<file path="src/rtl/phy_scan_pkg.sv">
package phy_scan_pkg;

   typedef enum logic [3:0] {
      ST_BOOT, ST_RD_STAT, ST_RD_CTRL, ST_RD_ADV, ST_CHOOSE, ST_WR_ADV,
      ST_CTRL, ST_WR_CTRL1, ST_SETTLE, ST_WR_CTRL2, ST_NEXT, ST_FINISH, ST_DONE
   } scan_state_t;

   localparam logic [4:0]  REG_CTRL      = 5'd0;
   localparam logic [4:0]  REG_STAT      = 5'd1;
   localparam logic [4:0]  REG_ADV       = 5'd4;

   localparam logic [15:0] CTRL_ANE      = 16'h1000;
   localparam logic [15:0] CTRL_RESTART  = 16'h0200;
   localparam logic [15:0] CTRL_FDX      = 16'h0100;
   localparam logic [15:0] CTRL_SPD100   = 16'h2000;
   // collision test, duplex, isolate, power down, speed, loopback, reset
   localparam logic [15:0] CTRL_SCRUB    = 16'hED80;

   localparam logic [15:0] ABILITY_MASK  = 16'h03E0;
   localparam logic [5:0]  SCAN_FIRST    = 6'd1;
   localparam logic [5:0]  SCAN_LAST     = 6'd32;

endpackage

</file>
<file path="src/rtl/phy_qualify.sv">
module phy_qualify
   import phy_scan_pkg::*;
(
   input  logic [15:0] stat_word,
   input  logic [15:0] adv_word,
   output logic        accept,
   output logic [15:0] adv_eff
);

   logic pattern_a;
   logic pattern_b;

   always_comb begin
      pattern_a = ((stat_word & 16'h8301) == 16'h8001);
      pattern_b = !stat_word[15] && ((stat_word & 16'h7800) != 16'h0000);
      accept    = pattern_a || pattern_b;
      if ((adv_word & ABILITY_MASK) == 16'h0000)
         adv_eff = ((stat_word >> 6) & ABILITY_MASK) | 16'h0001;
      else
         adv_eff = adv_word;
   end

endmodule

</file>
<file path="src/rtl/phy_ctrl_compose.sv">
module phy_ctrl_compose
   import phy_scan_pkg::*;
(
   input  logic [15:0] cur_ctrl,
   input  logic        forced,
   input  logic        full_duplex,
   input  logic        speed100,
   output logic [15:0] new_ctrl,
   output logic        ane_flip,
   output logic        differs
);

   logic [15:0] work;

   always_comb begin
      work     = forced ? (cur_ctrl & ~CTRL_ANE) : (cur_ctrl | CTRL_ANE);
      ane_flip = (work != cur_ctrl);
      if (!forced && ane_flip)
         work = work | CTRL_RESTART;
      work = work & ~CTRL_SCRUB;
      if (full_duplex)
         work = work | CTRL_FDX;
      if (speed100)
         work = work | CTRL_SPD100;
      new_ctrl = work;
      differs  = (work != cur_ctrl);
   end

endmodule

</file>
<file path="src/rtl/scan_wait_timer.sv">
module scan_wait_timer #(
   parameter int unsigned CYC = 16
) (
   input  logic clk,
   input  logic rst_n,
   input  logic start,
   output logic expired
);

   localparam int unsigned CW = $clog2(CYC + 1);

   generate
      if (CYC < 1) begin : g_bad_cyc
         $error("scan_wait_timer: CYC must be at least 1");
      end
   endgenerate

   logic [CW-1:0] cnt_q;

   always_ff @(posedge clk or negedge rst_n) begin
      if (!rst_n)
         cnt_q <= '0;
      else if (start)
         cnt_q <= CW'(CYC);
      else if (cnt_q != '0)
         cnt_q <= cnt_q - 1'b1;
   end

   assign expired = (cnt_q == '0);

   // the countdown never leaves its range
   p_timer_range_r8: assert property (@(posedge clk) disable iff (!rst_n)
      cnt_q <= CW'(CYC));

endmodule

</file>
<file path="src/rtl/phy_scan_seq.sv">
module phy_scan_seq
   import phy_scan_pkg::*;
#(
   parameter int unsigned MAX_PHYS   = 4,
   parameter int unsigned SETTLE_CYC = 16,
   localparam int unsigned CNT_W     = $clog2(MAX_PHYS + 1)
) (
   input  logic                    clk,
   input  logic                    rst_n,
   input  logic                    cfg_forced,
   input  logic                    cfg_full_duplex,
   input  logic                    cfg_speed100,
   input  logic                    cfg_expect_phy,
   input  logic [15:0]             cfg_adv_preset,
   input  logic [16*MAX_PHYS-1:0]  cfg_slot_adv,
   output logic                    mdio_req,
   output logic                    mdio_wr,
   output logic [4:0]              mdio_phy,
   output logic [4:0]              mdio_reg,
   output logic [15:0]             mdio_wdata,
   input  logic                    mdio_ack,
   input  logic [15:0]             mdio_rdata,
   output logic [5*MAX_PHYS-1:0]   phy_addr_tbl,
   output logic [CNT_W-1:0]        phy_count,
   output logic                    no_phy_warn,
   output logic                    done
);

   generate
      if (MAX_PHYS < 2 || MAX_PHYS > 32) begin : g_bad_max
         $error("phy_scan_seq: MAX_PHYS must be within 2..32");
      end
   endgenerate

   scan_state_t st;
   logic [5:0]  idx_q;
   logic [CNT_W-1:0] cnt_q;
   logic [15:0] stat_q, ctrl_q, adv_q, chosen_q, glob_q, new_ctrl_q;
   logic        ane_sw_q, need_ctrl_q, done_q, warn_q;

   // ---------------- qualification and control composition
   logic [15:0] stat_sel, adv_eff;
   logic        accept;
   assign stat_sel = (st == ST_RD_STAT) ? mdio_rdata : stat_q;

   phy_qualify u_qual (
      .stat_word (stat_sel),
      .adv_word  (mdio_rdata),
      .accept    (accept),
      .adv_eff   (adv_eff)
   );

   logic [15:0] cmp_ctrl;
   logic        cmp_flip, cmp_diff;

   phy_ctrl_compose u_comp (
      .cur_ctrl    (ctrl_q),
      .forced      (cfg_forced),
      .full_duplex (cfg_full_duplex),
      .speed100    (cfg_speed100),
      .new_ctrl    (cmp_ctrl),
      .ane_flip    (cmp_flip),
      .differs     (cmp_diff)
   );

   logic tmr_start, tmr_zero;
   assign tmr_start = (st == ST_WR_CTRL1) && mdio_ack;

   scan_wait_timer #(.CYC(SETTLE_CYC)) u_wait (
      .clk     (clk),
      .rst_n   (rst_n),
      .start   (tmr_start),
      .expired (tmr_zero)
   );

   // ---------------- per-slot stored advertisement selection
   logic [15:0] slot_adv_arr [MAX_PHYS];
   logic [15:0] slot_sel;
   logic [15:0] pick;

   genvar g;
   generate
      for (g = 0; g < MAX_PHYS; g++) begin : g_slot_adv
         assign slot_adv_arr[g] = cfg_slot_adv[16*g +: 16];
      end
   endgenerate

   always_comb begin
      slot_sel = 16'h0000;
      for (int k = 0; k < MAX_PHYS; k++)
         if (cnt_q == CNT_W'(k))
            slot_sel = slot_adv_arr[k];
      if (glob_q != 16'h0000)
         pick = glob_q;
      else if (slot_sel != 16'h0000)
         pick = slot_sel;
      else
         pick = adv_q;
   end

   // ---------------- sequencer
   always_ff @(posedge clk or negedge rst_n) begin
      if (!rst_n) begin
         st          <= ST_BOOT;
         idx_q       <= SCAN_FIRST;
         cnt_q       <= '0;
         stat_q      <= '0;
         ctrl_q      <= '0;
         adv_q       <= '0;
         chosen_q    <= '0;
         glob_q      <= '0;
         new_ctrl_q  <= '0;
         ane_sw_q    <= 1'b0;
         need_ctrl_q <= 1'b0;
         done_q      <= 1'b0;
         warn_q      <= 1'b0;
      end else begin
         done_q <= 1'b0;
         case (st)
            ST_BOOT: begin
               glob_q <= cfg_adv_preset;
               st     <= ST_RD_STAT;
            end
            ST_RD_STAT: if (mdio_ack) begin
               stat_q <= mdio_rdata;
               st     <= accept ? ST_RD_CTRL : ST_NEXT;
            end
            ST_RD_CTRL: if (mdio_ack) begin
               ctrl_q <= mdio_rdata;
               st     <= ST_RD_ADV;
            end
            ST_RD_ADV: if (mdio_ack) begin
               adv_q <= adv_eff;
               st    <= ST_CHOOSE;
            end
            ST_CHOOSE: begin
               chosen_q    <= pick;
               if (glob_q == 16'h0000 && slot_sel == 16'h0000)
                  glob_q <= adv_q;
               cnt_q       <= cnt_q + 1'b1;
               new_ctrl_q  <= cmp_ctrl;
               ane_sw_q    <= cmp_flip;
               need_ctrl_q <= cmp_diff;
               st          <= (pick != adv_q) ? ST_WR_ADV : ST_CTRL;
            end
            ST_WR_ADV: if (mdio_ack) st <= ST_CTRL;
            ST_CTRL: begin
               if (ane_sw_q)         st <= ST_WR_CTRL1;
               else if (need_ctrl_q) st <= ST_WR_CTRL2;
               else                  st <= ST_NEXT;
            end
            ST_WR_CTRL1: if (mdio_ack) st <= ST_SETTLE;
            ST_SETTLE:   if (tmr_zero) st <= ST_WR_CTRL2;
            ST_WR_CTRL2: if (mdio_ack) st <= ST_NEXT;
            ST_NEXT: begin
               if (cnt_q == CNT_W'(MAX_PHYS) || idx_q == SCAN_LAST)
                  st <= ST_FINISH;
               else begin
                  idx_q <= idx_q + 1'b1;
                  st    <= ST_RD_STAT;
               end
            end
            ST_FINISH: begin
               if (cnt_q == '0 && cfg_expect_phy)
                  warn_q <= 1'b1;
               done_q <= 1'b1;
               st     <= ST_DONE;
            end
            default: st <= ST_DONE;
         endcase
      end
   end

   // ---------------- address table
   logic tbl_wr, tbl_fallback;
   assign tbl_wr       = (st == ST_CHOOSE);
   assign tbl_fallback = (st == ST_FINISH) && (cnt_q == '0) && cfg_expect_phy;

   generate
      for (g = 0; g < MAX_PHYS; g++) begin : g_tbl
         logic [4:0] ent_q;
         always_ff @(posedge clk or negedge rst_n) begin
            if (!rst_n)
               ent_q <= '0;
            else if (tbl_wr && cnt_q == CNT_W'(g))
               ent_q <= idx_q[4:0];
            else if (tbl_fallback && g == 0)
               ent_q <= 5'd1;
         end
         assign phy_addr_tbl[5*g +: 5] = ent_q;
      end
   endgenerate

   // ---------------- master port
   always_comb begin
      mdio_req   = 1'b0;
      mdio_wr    = 1'b0;
      mdio_reg   = REG_CTRL;
      mdio_wdata = new_ctrl_q;
      case (st)
         ST_RD_STAT:  begin mdio_req = 1'b1; mdio_reg = REG_STAT; end
         ST_RD_CTRL:  begin mdio_req = 1'b1; mdio_reg = REG_CTRL; end
         ST_RD_ADV:   begin mdio_req = 1'b1; mdio_reg = REG_ADV;  end
         ST_WR_ADV:   begin mdio_req = 1'b1; mdio_wr = 1'b1; mdio_reg = REG_ADV;
                            mdio_wdata = chosen_q; end
         ST_WR_CTRL1,
         ST_WR_CTRL2: begin mdio_req = 1'b1; mdio_wr = 1'b1; end
         default: ;
      endcase
   end

   assign mdio_phy    = idx_q[4:0];
   assign phy_count   = cnt_q;
   assign no_phy_warn = warn_q;
   assign done        = done_q;

   // ---------------- assertions
   // request fields held until acknowledged
   p_req_hold_r11: assert property (@(posedge clk) disable iff (!rst_n)
      (mdio_req && !mdio_ack) |=> (mdio_req && $stable(mdio_phy) && $stable(mdio_reg)
                                   && $stable(mdio_wr) && $stable(mdio_wdata)));

   // done is a single-cycle pulse and nothing is requested afterwards
   p_done_pulse_r9: assert property (@(posedge clk) disable iff (!rst_n)
      done |=> (!done && !mdio_req));

   // table never overfills
   p_count_bound_r1: assert property (@(posedge clk) disable iff (!rst_n)
      phy_count <= CNT_W'(MAX_PHYS));

   // warning only when nothing was recorded
   p_warn_empty_r10: assert property (@(posedge clk) disable iff (!rst_n)
      no_phy_warn |-> (phy_count == '0));

   // second control write only after the settle window elapsed
   p_settle_gap_r8: assert property (@(posedge clk) disable iff (!rst_n)
      ($past(st) == ST_SETTLE && st == ST_WR_CTRL2) |-> $past(tmr_zero));

   // writes target only control or advertisement
   p_wr_target_r5: assert property (@(posedge clk) disable iff (!rst_n)
      (mdio_req && mdio_wr) |-> (mdio_reg == REG_CTRL || mdio_reg == REG_ADV));

endmodule

</file>
<file path="config.mk">
export PLATFORM = sky130hd
export DESIGN_NAME = phy_scan_seq
export DESIGN_NICKNAME = d
export VERILOG_FILES = /design/src/rtl/phy_scan_pkg.sv /design/src/rtl/phy_qualify.sv /design/src/rtl/phy_ctrl_compose.sv /design/src/rtl/scan_wait_timer.sv /design/src/rtl/phy_scan_seq.sv
export SDC_FILE = /design/constraint.sdc
export NUM_CORES = 1
export LEC_CHECK = 0
export BUFFER_PORTS_ARGS = -buffer_cell sky130_fd_sc_hd__clkbuf_2
export CAP_MARGIN = 10
export CELL_PAD_IN_SITES_DETAIL_PLACEMENT = 0
export CELL_PAD_IN_SITES_GLOBAL_PLACEMENT = 2
export CORE_MARGIN = 5
export CORE_UTILIZATION = 33
export CTS_CLUSTER_DIAMETER = 40
export CTS_CLUSTER_SIZE = 30
export DETAILED_ROUTE_END_ITERATION = 10
export PLACE_DENSITY_LB_ADDON = 0.1
export SLEW_MARGIN = 20
export SYNTH_ARGS = -nofsm -noshare
export SYNTH_HDL_FRONTEND = slang
export SYNTH_SLANG_ARGS = --single-unit
export TNS_END_PERCENT = 50
</file>
<file path="constraint.sdc">
create_clock -name clk -period 3.23 [get_ports clk]
set_input_delay 0.1615 -clock clk [delete_from_list [all_inputs] [get_ports clk]]
set_output_delay 0.1615 -clock clk [all_outputs]
set_load 0.02 [all_outputs]
</file>
==> results.sh, run 1 <==
export IMPL_viasPerCell=5.192
export IMPL_insertion_delay_ns=0.41
export IMPL_cp_max_fo=16
export IMPL_path_cells="inv_1 -> ha_2 -> buf_4 -> a221oi_1 -> a2bb2oi_2 -> nand4_1 -> or4_4 -> nor2_4 -> o211ai_2 -> mux2_2"
export IMPL_slowest_delay_ns=0.59
export IMPL_drt_iter0_drc=366
export IMPL_drc=0
export IMPL_synth_cell_types=67
export IMPL_die_x_um=153.0
export IMPL_antenna_found_initial=0
export IMPL_critPathCaptureType="flop"
export IMPL_cpMaxStageDelayCell="or4_4"
export IMPL_overflow=0
export IMPL_clkSinkCount=122
export IMPL_clk_pin_slew_ns=0.06
export IMPL_grt_pass1_wl_um=35170
export IMPL_tns_ns=0
export IMPL_track_usage=0.1899
export IMPL_slew_violations=0
export IMPL_status="finished clean"
export IMPL_peakVddDrop_uv=388.3
export IMPL_dr_pass1_iters=5
export IMPL_dp_hpwl_um=17580
export IMPL_cts_root_buf="clkbuf_16"
export IMPL_drtAntennaViolNets=0
export IMPL_cp_required_ns=3.52
export IMPL_die_h_um=153.0
export IMPL_drt_total_wl_um=22540
export IMPL_arrival_ns=3.40
export IMPL_gp_congestion=0.8868
export IMPL_leakage_uw=0.004268
export IMPL_mostFrequentLayoutCell="clkbuf_2"
export IMPL_numCtsBuffers=17
export IMPL_ys_flop_type="dfrtp_1"
export IMPL_portBuffers=152
export IMPL_via_count=6043
export IMPL_hold_viol_final=0
export IMPL_yosys_area_top_type="dfrtp_1"
export IMPL_setup_viol=0
export IMPL_synth_edff_count=0
export IMPL_fin_worst_skew_ns=0.01084
export IMPL_tightest_slew_ns=0.7582
export IMPL_fin_nets=994
export IMPL_relSlewSlack=0.4946
export IMPL_grt_pass1_vias=6256
export IMPL_start_kind="flop"
export IMPL_finalCriticalPeriod_ns=3.109
export IMPL_setup_ws_ns=0.1213
export IMPL_netlist_instances=695
export IMPL_drive_gt1_frac=0.3535
export IMPL_maxCapViolations=0
export IMPL_ys_seq_area_frac=0.4527
export IMPL_wire_per_inst_um=19.36
export IMPL_syn_area_per_cell_sq_um=9.707
export IMPL_crit_type="flop to flop"
export IMPL_ys_seq_elements=122
export IMPL_post_route_period_util=0.9625
export IMPL_area_delta_synth_final_pct=30.19
export IMPL_grt_max_degree=86
export IMPL_syn_area_sq_um=6746
export IMPL_yosys_area_top_type_share=0.4488
export IMPL_synth_area_leaders="dfrtp_1 45%, mux2_2 8.0%, nand2_1 6.0%"
export IMPL_layout_common_cells="151 x clkbuf_2, 120 x dfrtp_1, 107 x nand2_1, 54 x nor2_1, 54 x o21ai_0"
export IMPL_power_density_nw_per_um2=1034
export IMPL_die_area_sq_um=23400
export IMPL_max_freq_mhz=321.7
export IMPL_antenna_cells=0
export IMPL_async_flop_share=1.000
export IMPL_h_tree_depth=4
export IMPL_yosysWarnings=0
export IMPL_hold_class="input pin to flop"
export IMPL_cts_tree="yes"
export IMPL_place_ws_ns=0.007090
export IMPL_core_area_sq_um=20170
export IMPL_cts_path_max_buffers=2
export IMPL_ios=156
export IMPL_initial_core_util=0.3345
export IMPL_r2r_setup_slack_ns=0.12
export IMPL_row_count=52
export IMPL_rsz0062_at_grt="no"
-- final timing paths --
kind / to / depth (start not counted) / start
setup / recovery: glob_q[0]$_DFFE_PN0P_ / 10 / phy_count[1]$_DFFE_PN0P_
hold / removal: adv_q[3]$_DFFE_PN0P_ / 2 / mdio_rdata[3]
setup reg to reg: glob_q[0]$_DFFE_PN0P_ / 10 / phy_count[1]$_DFFE_PN0P_
hold reg to reg: new_ctrl_q[3]$_DFFE_PN0P_ / 2 / ctrl_q[3]$_DFFE_PN0P_
max in group asynchronous: glob_q[15]$_DFFE_PN0P_ / 3 / rst_n
min in group asynchronous: g_tbl[3].ent_q[2]$_DFFE_PN0P_ / 2 / rst_n
-- worst max-delay path, delay by kind of cell (launching register included) --
kind | cells | cell delay (ns)
simple gates | 3 | 0.93
compound gates | 3 | 0.77
flops | 1 | 0.39
buf+inv | 2 | 0.33
mux | 1 | 0.33
fa+ha+maj | 1 | 0.24
-- report_power, final --
part | internal (uW) | total, uW | switching, uW
clock network | 1080 | 1830 | 757
registers | 2160 | 2820 | 659
logic | 1970 | 4430 | 2460
-- layout make-up --
class                           count  area, sq um
Clock inverter                     14        137.6
Tap cell                          270        337.8
Inverter                           30        112.6
Clock buffer                       18        429.2
Sequential cell                   122         3055
Multi-Input combinational cell    505         3513
Fill cell                        2047        11390
Timing Repair Buffer              205         1197
-- sequential cells by signal (all words and copies together), names as in the netlist, 5 cells and up --
signal        cells
u_wait.cnt_q      5
stat_q            5
glob_q           16
new_ctrl_q       11
ctrl_q           16
idx_q             6
g_tbl.ent_q      20
adv_q            16
chosen_q         16
-- layer usage --
layer	vias up	share of wire	global-route usage	wire, um
met5	-	0	0	0
met4	0	0.0096	0.04200	216
met3	20	0.045	0.04100	1010
met2	165	0.49	0.3227	11120
met1	2971	0.45	0.2500	10190
li1	2887	-	-	-
-- cells in the mapped netlist (9+ instances only) --
library cell	count
inv_1	29
nand2_1	107
a22o_1	17
clkbuf_1	23
a21oi_1	15
a221oi_1	18
nor2_1	56
ha_1	10
dfrtp_1	121
o21ai_0	54
mux2_2	48
nor3_1	9
mux2i_1	19
-- through the flow --
| step | hold WS [ns] | utilization | instances | power, uW | cell area (sq um) |
|---|---|---|---|---|---|
| CTS | 0.007085 | 0.4281 | 1160 | 8954 | 8635 |
| global route | 0.02505 | 0.4355 | 1164 | 9718 | 8783 |
| global placement | 0.1606 | 0.3957 | 1120 | 7008 | 7981 |
| finish | 0.01755 | 0.4355 | 1164 | 9078 | 8783 |
| detailed placement | 0.1722 | 0.3957 | 1120 | 7066 | 7981 |
| floorplan | -0.1341 | - | 697 | 5439 | 6754 |
-- timing repair --
action	in CTS	in global routing
hold buffers	8	0
pin swaps	0	2
hold endpoints to repair	44	0
gates cloned	0	2
endpoints found under the setup margin	8	34
resized for setup	1	24
buffers inserted	0	2
-- cell families after synthesis --
kind of cell / synth area share
and+or+nand+nor: 0.1601
xor gates and xnor gates: 0.01688
muxes: 0.1150
other: 0.0005558
adders and majority gates: 0.01855
DFF: 0.4527
buffers and inverters: 0.04914
AOI/OAI and AO/OA: 0.1871
No activity file was read; power rests on OpenSTA's default activity.
==> run 2, diff against run 1 <==
--- a/config.mk
+++ b/config.mk
@@ -15,4 +15,5 @@
 export CTS_CLUSTER_SIZE = 30
 export DETAILED_ROUTE_END_ITERATION = 10
+export HOLD_SLACK_MARGIN = 0.03
 export PLACE_DENSITY_LB_ADDON = 0.1
 export SLEW_MARGIN = 20
==> constraint.sdc (replaced) <==
create_clock -name clk -period 3.23 [get_ports clk]
set_input_delay 0.8075 -clock clk [delete_from_list [all_inputs] [get_ports clk]]
set_output_delay 0.8075 -clock clk [all_outputs]
set_load 0.02 [all_outputs]
==> run 2 against run 1 <==
- clock skew decreased by 0.0032 ns
- wire length about the same
- non-clock buffer count decreased by 6
- die area unchanged
- sequential share of layout area increased by 0.16 points
- global-route usage increased by 0.21 points
- worst hold slack improved by 0.43 ns
- cell area decreased by 0.50%
- critical path depth increased by 1
- register-to-register slack improved by 0.02 ns
- total power increased by 0.64%
- critical endpoint is now glob_q[5]$_DFFE_PN0P_
- largest cell class unchanged
==> results.sh, run 2 (synthesis results as in run 1) <==
export IMPL_finalCriticalPeriod_ns=3.092
export IMPL_arrival_ns=3.39
export IMPL_post_route_period_util=0.9573
export IMPL_drtAntennaViolNets=0
export IMPL_grt_max_degree=76
export IMPL_portBuffers=152
export IMPL_drt_iter0_drc=341
export IMPL_critPathCaptureType="flop"
export IMPL_rsz0062_at_grt="yes"
export IMPL_leakage_uw=0.004252
export IMPL_dr_pass1_iters=5
export IMPL_numCtsBuffers=17
export IMPL_initial_core_util=0.3345
export IMPL_max_freq_mhz=323.4
export IMPL_fin_worst_skew_ns=0.007688
export IMPL_clkSinkCount=122
export IMPL_setup_viol=0
export IMPL_peakVddDrop_uv=416.7
export IMPL_p_int_uw=5294
export IMPL_wire_per_inst_um=19.46
export IMPL_gp_congestion=0.8901
export IMPL_track_usage=0.1920
export IMPL_largest_reg_flops=20
export IMPL_clk_pin_slew_ns=0.06
export IMPL_core_area_sq_um=20170
export IMPL_clkPwrFrac=0.206
export IMPL_cp_required_ns=3.52
export IMPL_dp_hpwl_um=17500
export IMPL_fill_cells=2061
export IMPL_fin_nets=987
export IMPL_area_delta_synth_final_pct=29.54
export IMPL_via_count=6080
export IMPL_relSlewSlack=0.4998
export IMPL_cp_max_fo=13
export IMPL_antenna_cells=0
export IMPL_overflow=0
export IMPL_insertion_delay_ns=0.41
export IMPL_p_comb_frac=0.484
export IMPL_grt_pass1_wl_um=35530
export IMPL_die_x_um=153.0
export IMPL_status="finished clean"
export IMPL_mostFrequentLayoutCell="clkbuf_2"
export IMPL_cts_tree="yes"
export IMPL_place_ws_ns=-0.1334
export IMPL_die_area_sq_um=23400
export IMPL_ios=156
export IMPL_drc=0
export IMPL_viasPerCell=5.255
export IMPL_maxCapViolations=0
export IMPL_drive_gt1_frac=0.3529
export IMPL_setup_ws_ns=0.1379
export IMPL_grt_pass1_vias=6379
export IMPL_h_tree_depth=4
export IMPL_row_count=52
export IMPL_die_h_um=153.0
export IMPL_cts_path_max_buffers=2
export IMPL_antenna_found_initial=0
export IMPL_hold_class="input pin to asynchronous set/reset pin"
export IMPL_crit_type="flop to flop"
export IMPL_postCtsHoldBufs=0
export IMPL_slew_violations=0
export IMPL_seqPwrFrac=0.310
export IMPL_cts_root_buf="clkbuf_16"
export IMPL_regMostFlops="g_tbl.ent_q"
export IMPL_netSwitchingPower_uw=3842
export IMPL_start_kind="flop"
export IMPL_drt_total_wl_um=22520
export IMPL_power_density_nw_per_um2=1045
export IMPL_p_sw_frac=0.4205
export IMPL_totalPowerFinal_uw=9136
export IMPL_layout_common_cells="151 x clkbuf_2, 121 x dfrtp_1, 107 x nand2_1, 55 x nor2_1, 51 x o21ai_0"
export IMPL_tightest_slew_ns=0.7503
export IMPL_hold_viol_final=0
[run 2: cell types whose count changed in the layout (fill, tap and decap cells not counted), moves of 3 or more]
| cell | delta |
|---|---|
| a221oi_1 | +4 |
| a221oi_2 | -4 |
| o21ai_0 | -3 |
| o21ai_1 | +3 |
| inv_6 | -4 |
| dlygate4sd3_1 | -8 |
[run 2: final timing paths]
kind,start,to,slack [ns],depth (start not counted)
max in group asynchronous,rst_n,idx_q[0]$_DFFE_PN1P_,1.96,2
setup / recovery,phy_count[0]$_DFFE_PN0P_,glob_q[5]$_DFFE_PN0P_,0.14,11
hold / removal,rst_n,g_tbl[1].ent_q[3]$_DFFE_PN0P_,0.45,1
setup reg to reg,phy_count[0]$_DFFE_PN0P_,glob_q[5]$_DFFE_PN0P_,0.14,11
min in group clk,ctrl_q[3]$_DFFE_PN0P_,new_ctrl_q[3]$_DFFE_PN0P_,0.46,2
hold reg to reg,ctrl_q[3]$_DFFE_PN0P_,new_ctrl_q[3]$_DFFE_PN0P_,0.46,2
[run 2: critical path: stages, from the launching register on]
cell	delay [ns]
dfrtp_1	0.44
inv_1	0.09
ha_1	0.24
nor2b_4	0.19
a221oi_1	0.28
a2bb2oi_1	0.29
nand3_1	0.11
or4_4	0.55
nor2_4	0.27
o211ai_4	0.17
buf_4	0.21
mux2i_1	0.13
[run 2: per-layer routing]
layer,up-vias,track usage,share of wire
met2,156,0.3155,0.48
met1,3018,0.2544,0.45
met3,38,0.03675,0.045
met5,-,0,0
li1,2868,-,-
met4,0,0.06703,0.025
[run 2: stage by stage]
stage | cells | cell area, sq um | setup TNS, ns | hold slack, ns | utilization
global route | 1157 | 8740 | -0.02696 | 0.4899 | 0.4333
finish | 1157 | 8740 | 0 | 0.4509 | 0.4333
detailed placement | 1122 | 8021 | -0.2111 | 0.4510 | 0.3977
floorplan | 697 | 6754 | 0 | 0.4331 | -
global placement | 1122 | 8021 | -0.02611 | 0.4472 | 0.3977
CTS | 1154 | 8625 | 0 | 0.4650 | 0.4276
[run 2: power groups by stage]
stage	registers (uW)	logic, uW	clock network (uW)
floorplan	2610	2830	0
CTS	2820	4300	1930
finish	2830	4420	1880
global route	2910	4870	2000
global placement	2820	4240	0
detailed placement	2840	4270	0
[run 2: layout make-up]
type	count	area, sq um	share of cell area
multi-input combinational	504	3492	0.3996
clock buffer	19	442.9	0.05068
tap	270	337.8	0.03865
timing repair buffer	199	1154	0.1320
inverter	30	112.6	0.01288
clock inverter	13	146.4	0.01675
sequential	122	3054	0.3495
[run 2: timing repair]
item                       in CTS  in global routing
cloned                          0                  1
pin swaps                       0                  2
resized for setup               4                 20
setup endpoints to repair       8                 30
setup buffers                   0                  2
==> run 3, diff against run 2 <==
- clock period: 3.23 -> 3.5 ns (I/O delays scaled with it)
==> run 3 against run 2 <==
- sequential share of layout area rose by 1.4 points
- setup slack improved by 0.050 ns
- cell area fell by 3.9%
- global-route usage fell by 0.17 points
- clock power fell by 11%
- maximum frequency fell by 6.6%
- wire length fell by 1.2%
- die area did not move
- critical path type unchanged
- critical endpoint is now glob_q[13]$_DFFE_PN0P_
- largest power group unchanged
==> results.sh, run 3 (synthesis results as in run 1) <==
export IMPL_drt_total_wl_um=22240
export IMPL_tns_ns=0
export IMPL_setup_viol=0
export IMPL_insertion_delay_ns=0.42
export IMPL_netSwitchingPower_uw=3410
export IMPL_h_tree_depth=4
export IMPL_drc=0
export IMPL_numCtsBuffers=17
export IMPL_core_area_sq_um=20170
export IMPL_p_sw_frac=0.4287
export IMPL_clkSinkCount=122
export IMPL_wire_per_inst_um=19.65
export IMPL_status="finished clean"
export IMPL_cts_tree="yes"
export IMPL_mostFrequentLayoutCell="clkbuf_2"
export IMPL_start_kind="flop"
export IMPL_p_int_uw=4545
export IMPL_initial_core_util=0.3345
export IMPL_dp_hpwl_um=17370
export IMPL_maxCapViolations=0
export IMPL_final_util=0.4164
export IMPL_power_density_nw_per_um2=947.0
export IMPL_post_route_period_util=0.9463
export IMPL_max_freq_mhz=301.9
export IMPL_postCtsSetupBuffers=0
export IMPL_clk_pin_slew_ns=0.06
export IMPL_rsz0062_at_grt="no"
export IMPL_drtAntennaViolNets=0
export IMPL_die_h_um=153.0
export IMPL_grt_max_degree=78
export IMPL_finalCriticalPeriod_ns=3.312
export IMPL_crit_family="simple AND/OR/NAND/NOR gates"
export IMPL_drt_iter0_drc=274
export IMPL_path_cells="inv_1 -> ha_1 -> buf_6 -> and3b_1 -> o221ai_1 -> and2_1 -> nand4_1 -> or4_4 -> nor2_4 -> o211ai_4 -> mux2_4"
export IMPL_hold_viol_final=0
export IMPL_via_count=5922
export IMPL_track_usage=0.1902
export IMPL_p_comb_frac=0.462
export IMPL_regMostFlops="g_tbl.ent_q"
export IMPL_ios=156
export IMPL_fin_worst_skew_ns=0.01419
export IMPL_cts_root_buf="clkbuf_16"
export IMPL_cp_required_ns=3.79
export IMPL_slowest_delay_ns=0.57
export IMPL_postPlaceCellArea_sq_um=7831
export IMPL_largest_reg_flops=20
export IMPL_critPathCaptureType="flop"
export IMPL_min_delay_start="chosen_q[14]$_DFFE_PN0P_"
export IMPL_cpMaxStageDelayCell="or4_4"
export IMPL_seqPwrFrac=0.328
export IMPL_grt_pass1_wl_um=35300
export IMPL_drive_gt1_frac=0.3155
export IMPL_worstSetupStartpoint="phy_count[1]$_DFFE_PN0P_"
export IMPL_die_x_um=153.0
export IMPL_gp_congestion=0.9179
export IMPL_worstPathBufferInverterCount=2
export IMPL_holdWs_ns=0.4631
export IMPL_overflow=0
export IMPL_fin_nets=962
export IMPL_relSlewSlack=0.4725
export IMPL_peakVddDrop_uv=341.7
export IMPL_die_area_sq_um=23400
export IMPL_cp_max_fo=19
export IMPL_antenna_cells=0
export IMPL_clkPwrFrac=0.210
export IMPL_area_delta_synth_final_pct=24.50
export IMPL_cts_path_max_buffers=2
export IMPL_grt_pass1_vias=6237
export IMPL_dr_pass1_iters=5
export IMPL_layout_common_cells="151 x clkbuf_2, 121 x dfrtp_1, 107 x nand2_1, 56 x nor2_1, 54 x o21ai_0"
export IMPL_portBuffers=152
export IMPL_finalInstanceArea_sq_um=8399
export IMPL_antenna_found_initial=0
export IMPL_arrival_ns=3.60
export IMPL_hold_class="flop to flop"
export IMPL_row_count=52
export IMPL_tightest_slew_ns=0.7912
export IMPL_leakage_uw=0.004108
export IMPL_viasPerCell=5.231
export IMPL_r2r_start="phy_count[1]$_DFFE_PN0P_"
export IMPL_postCtsHoldBufs=0
export IMPL_slew_violations=0
export IMPL_crit_type="flop to flop"
export IMPL_post_cts_resized=0
-- run 3: cell types whose count changed in the layout (fill, tap and decap cells not counted), moves of 3 or more --
cell and change:
a2111oi_0 +3, o21ai_1 -3, a2bb2oi_2 -4, a221oi_2 -4, o21ai_0 +3, a2bb2oi_1 +4
a221oi_1 +4, buf_4 -23
-- run 3: layout make-up --
class / count / area, sq um
Fill cell: 2046 / 11770
Multi-Input combinational cell: 503 / 3379
Sequential cell: 122 / 3054
Timing Repair Buffer: 175 / 952.2
Clock buffer: 19 / 442.9
Tap cell: 270 / 337.8
Clock inverter: 13 / 120.1
Inverter: 30 / 112.6
-- run 3: worst reg2reg max path, cell delays in order (launching register included) --
cell      delay, ns
dfrtp_1        0.41
inv_1          0.11
ha_1           0.28
buf_6          0.21
and3b_1        0.20
o221ai_1       0.28
and2_1         0.22
nand4_1        0.10
or4_4          0.57
nor2_4         0.16
o211ai_4       0.26
mux2_4         0.39
-- run 3: path summary, 6_finish.rpt --
path	end	slack, ns	cells past startpoint
setup / recovery	glob_q[13]$_DFFE_PN0P_	0.19	11
hold / removal	chosen_q[14]$_DFFE_PN0P_	0.46	2
setup reg to reg	glob_q[13]$_DFFE_PN0P_	0.19	11
hold reg to reg	chosen_q[14]$_DFFE_PN0P_	0.46	2
max in group asynchronous	glob_q[13]$_DFFE_PN0P_	2.16	2
min in group asynchronous	g_tbl[2].ent_q[3]$_DFFE_PN0P_	0.47	1
-- run 3: routing by layer --
metal	GRT usage	share of wire	vias to the layer above
li1	-	-	2818
met1	0.2532	0.44	2900
met2	0.3180	0.50	180
met3	0.03562	0.053	24
met4	0.05431	0.014	0
met5	0	0	-
-- run 3: power by group through the flow --
| stage | sequential (uW) | combinational [uW] | clock (uW) |
|---|---|---|---|
| 6_report | 2610 | 3670 | 1670 |
| 5_1_grt | 2700 | 4060 | 1760 |
| 4_1_cts | 2610 | 3720 | 1710 |
| 3_5_place_dp | 2630 | 3700 | 0 |
| 3_3_place_gp | 2610 | 3680 | 0 |
| 2_1_floorplan | 2410 | 2610 | 0 |
-- run 3: per-stage QoR --
step / cells / setup slack, ns / total power [uW]
floorplan: 697 / 0.3697 / 5019
global placement: 1100 / 0.1696 / 6291
detailed placement: 1100 / 0.06503 / 6330
CTS: 1132 / 0.04792 / 8037
global route: 1132 / 0.007343 / 8519
finish: 1132 / 0.1880 / 7955
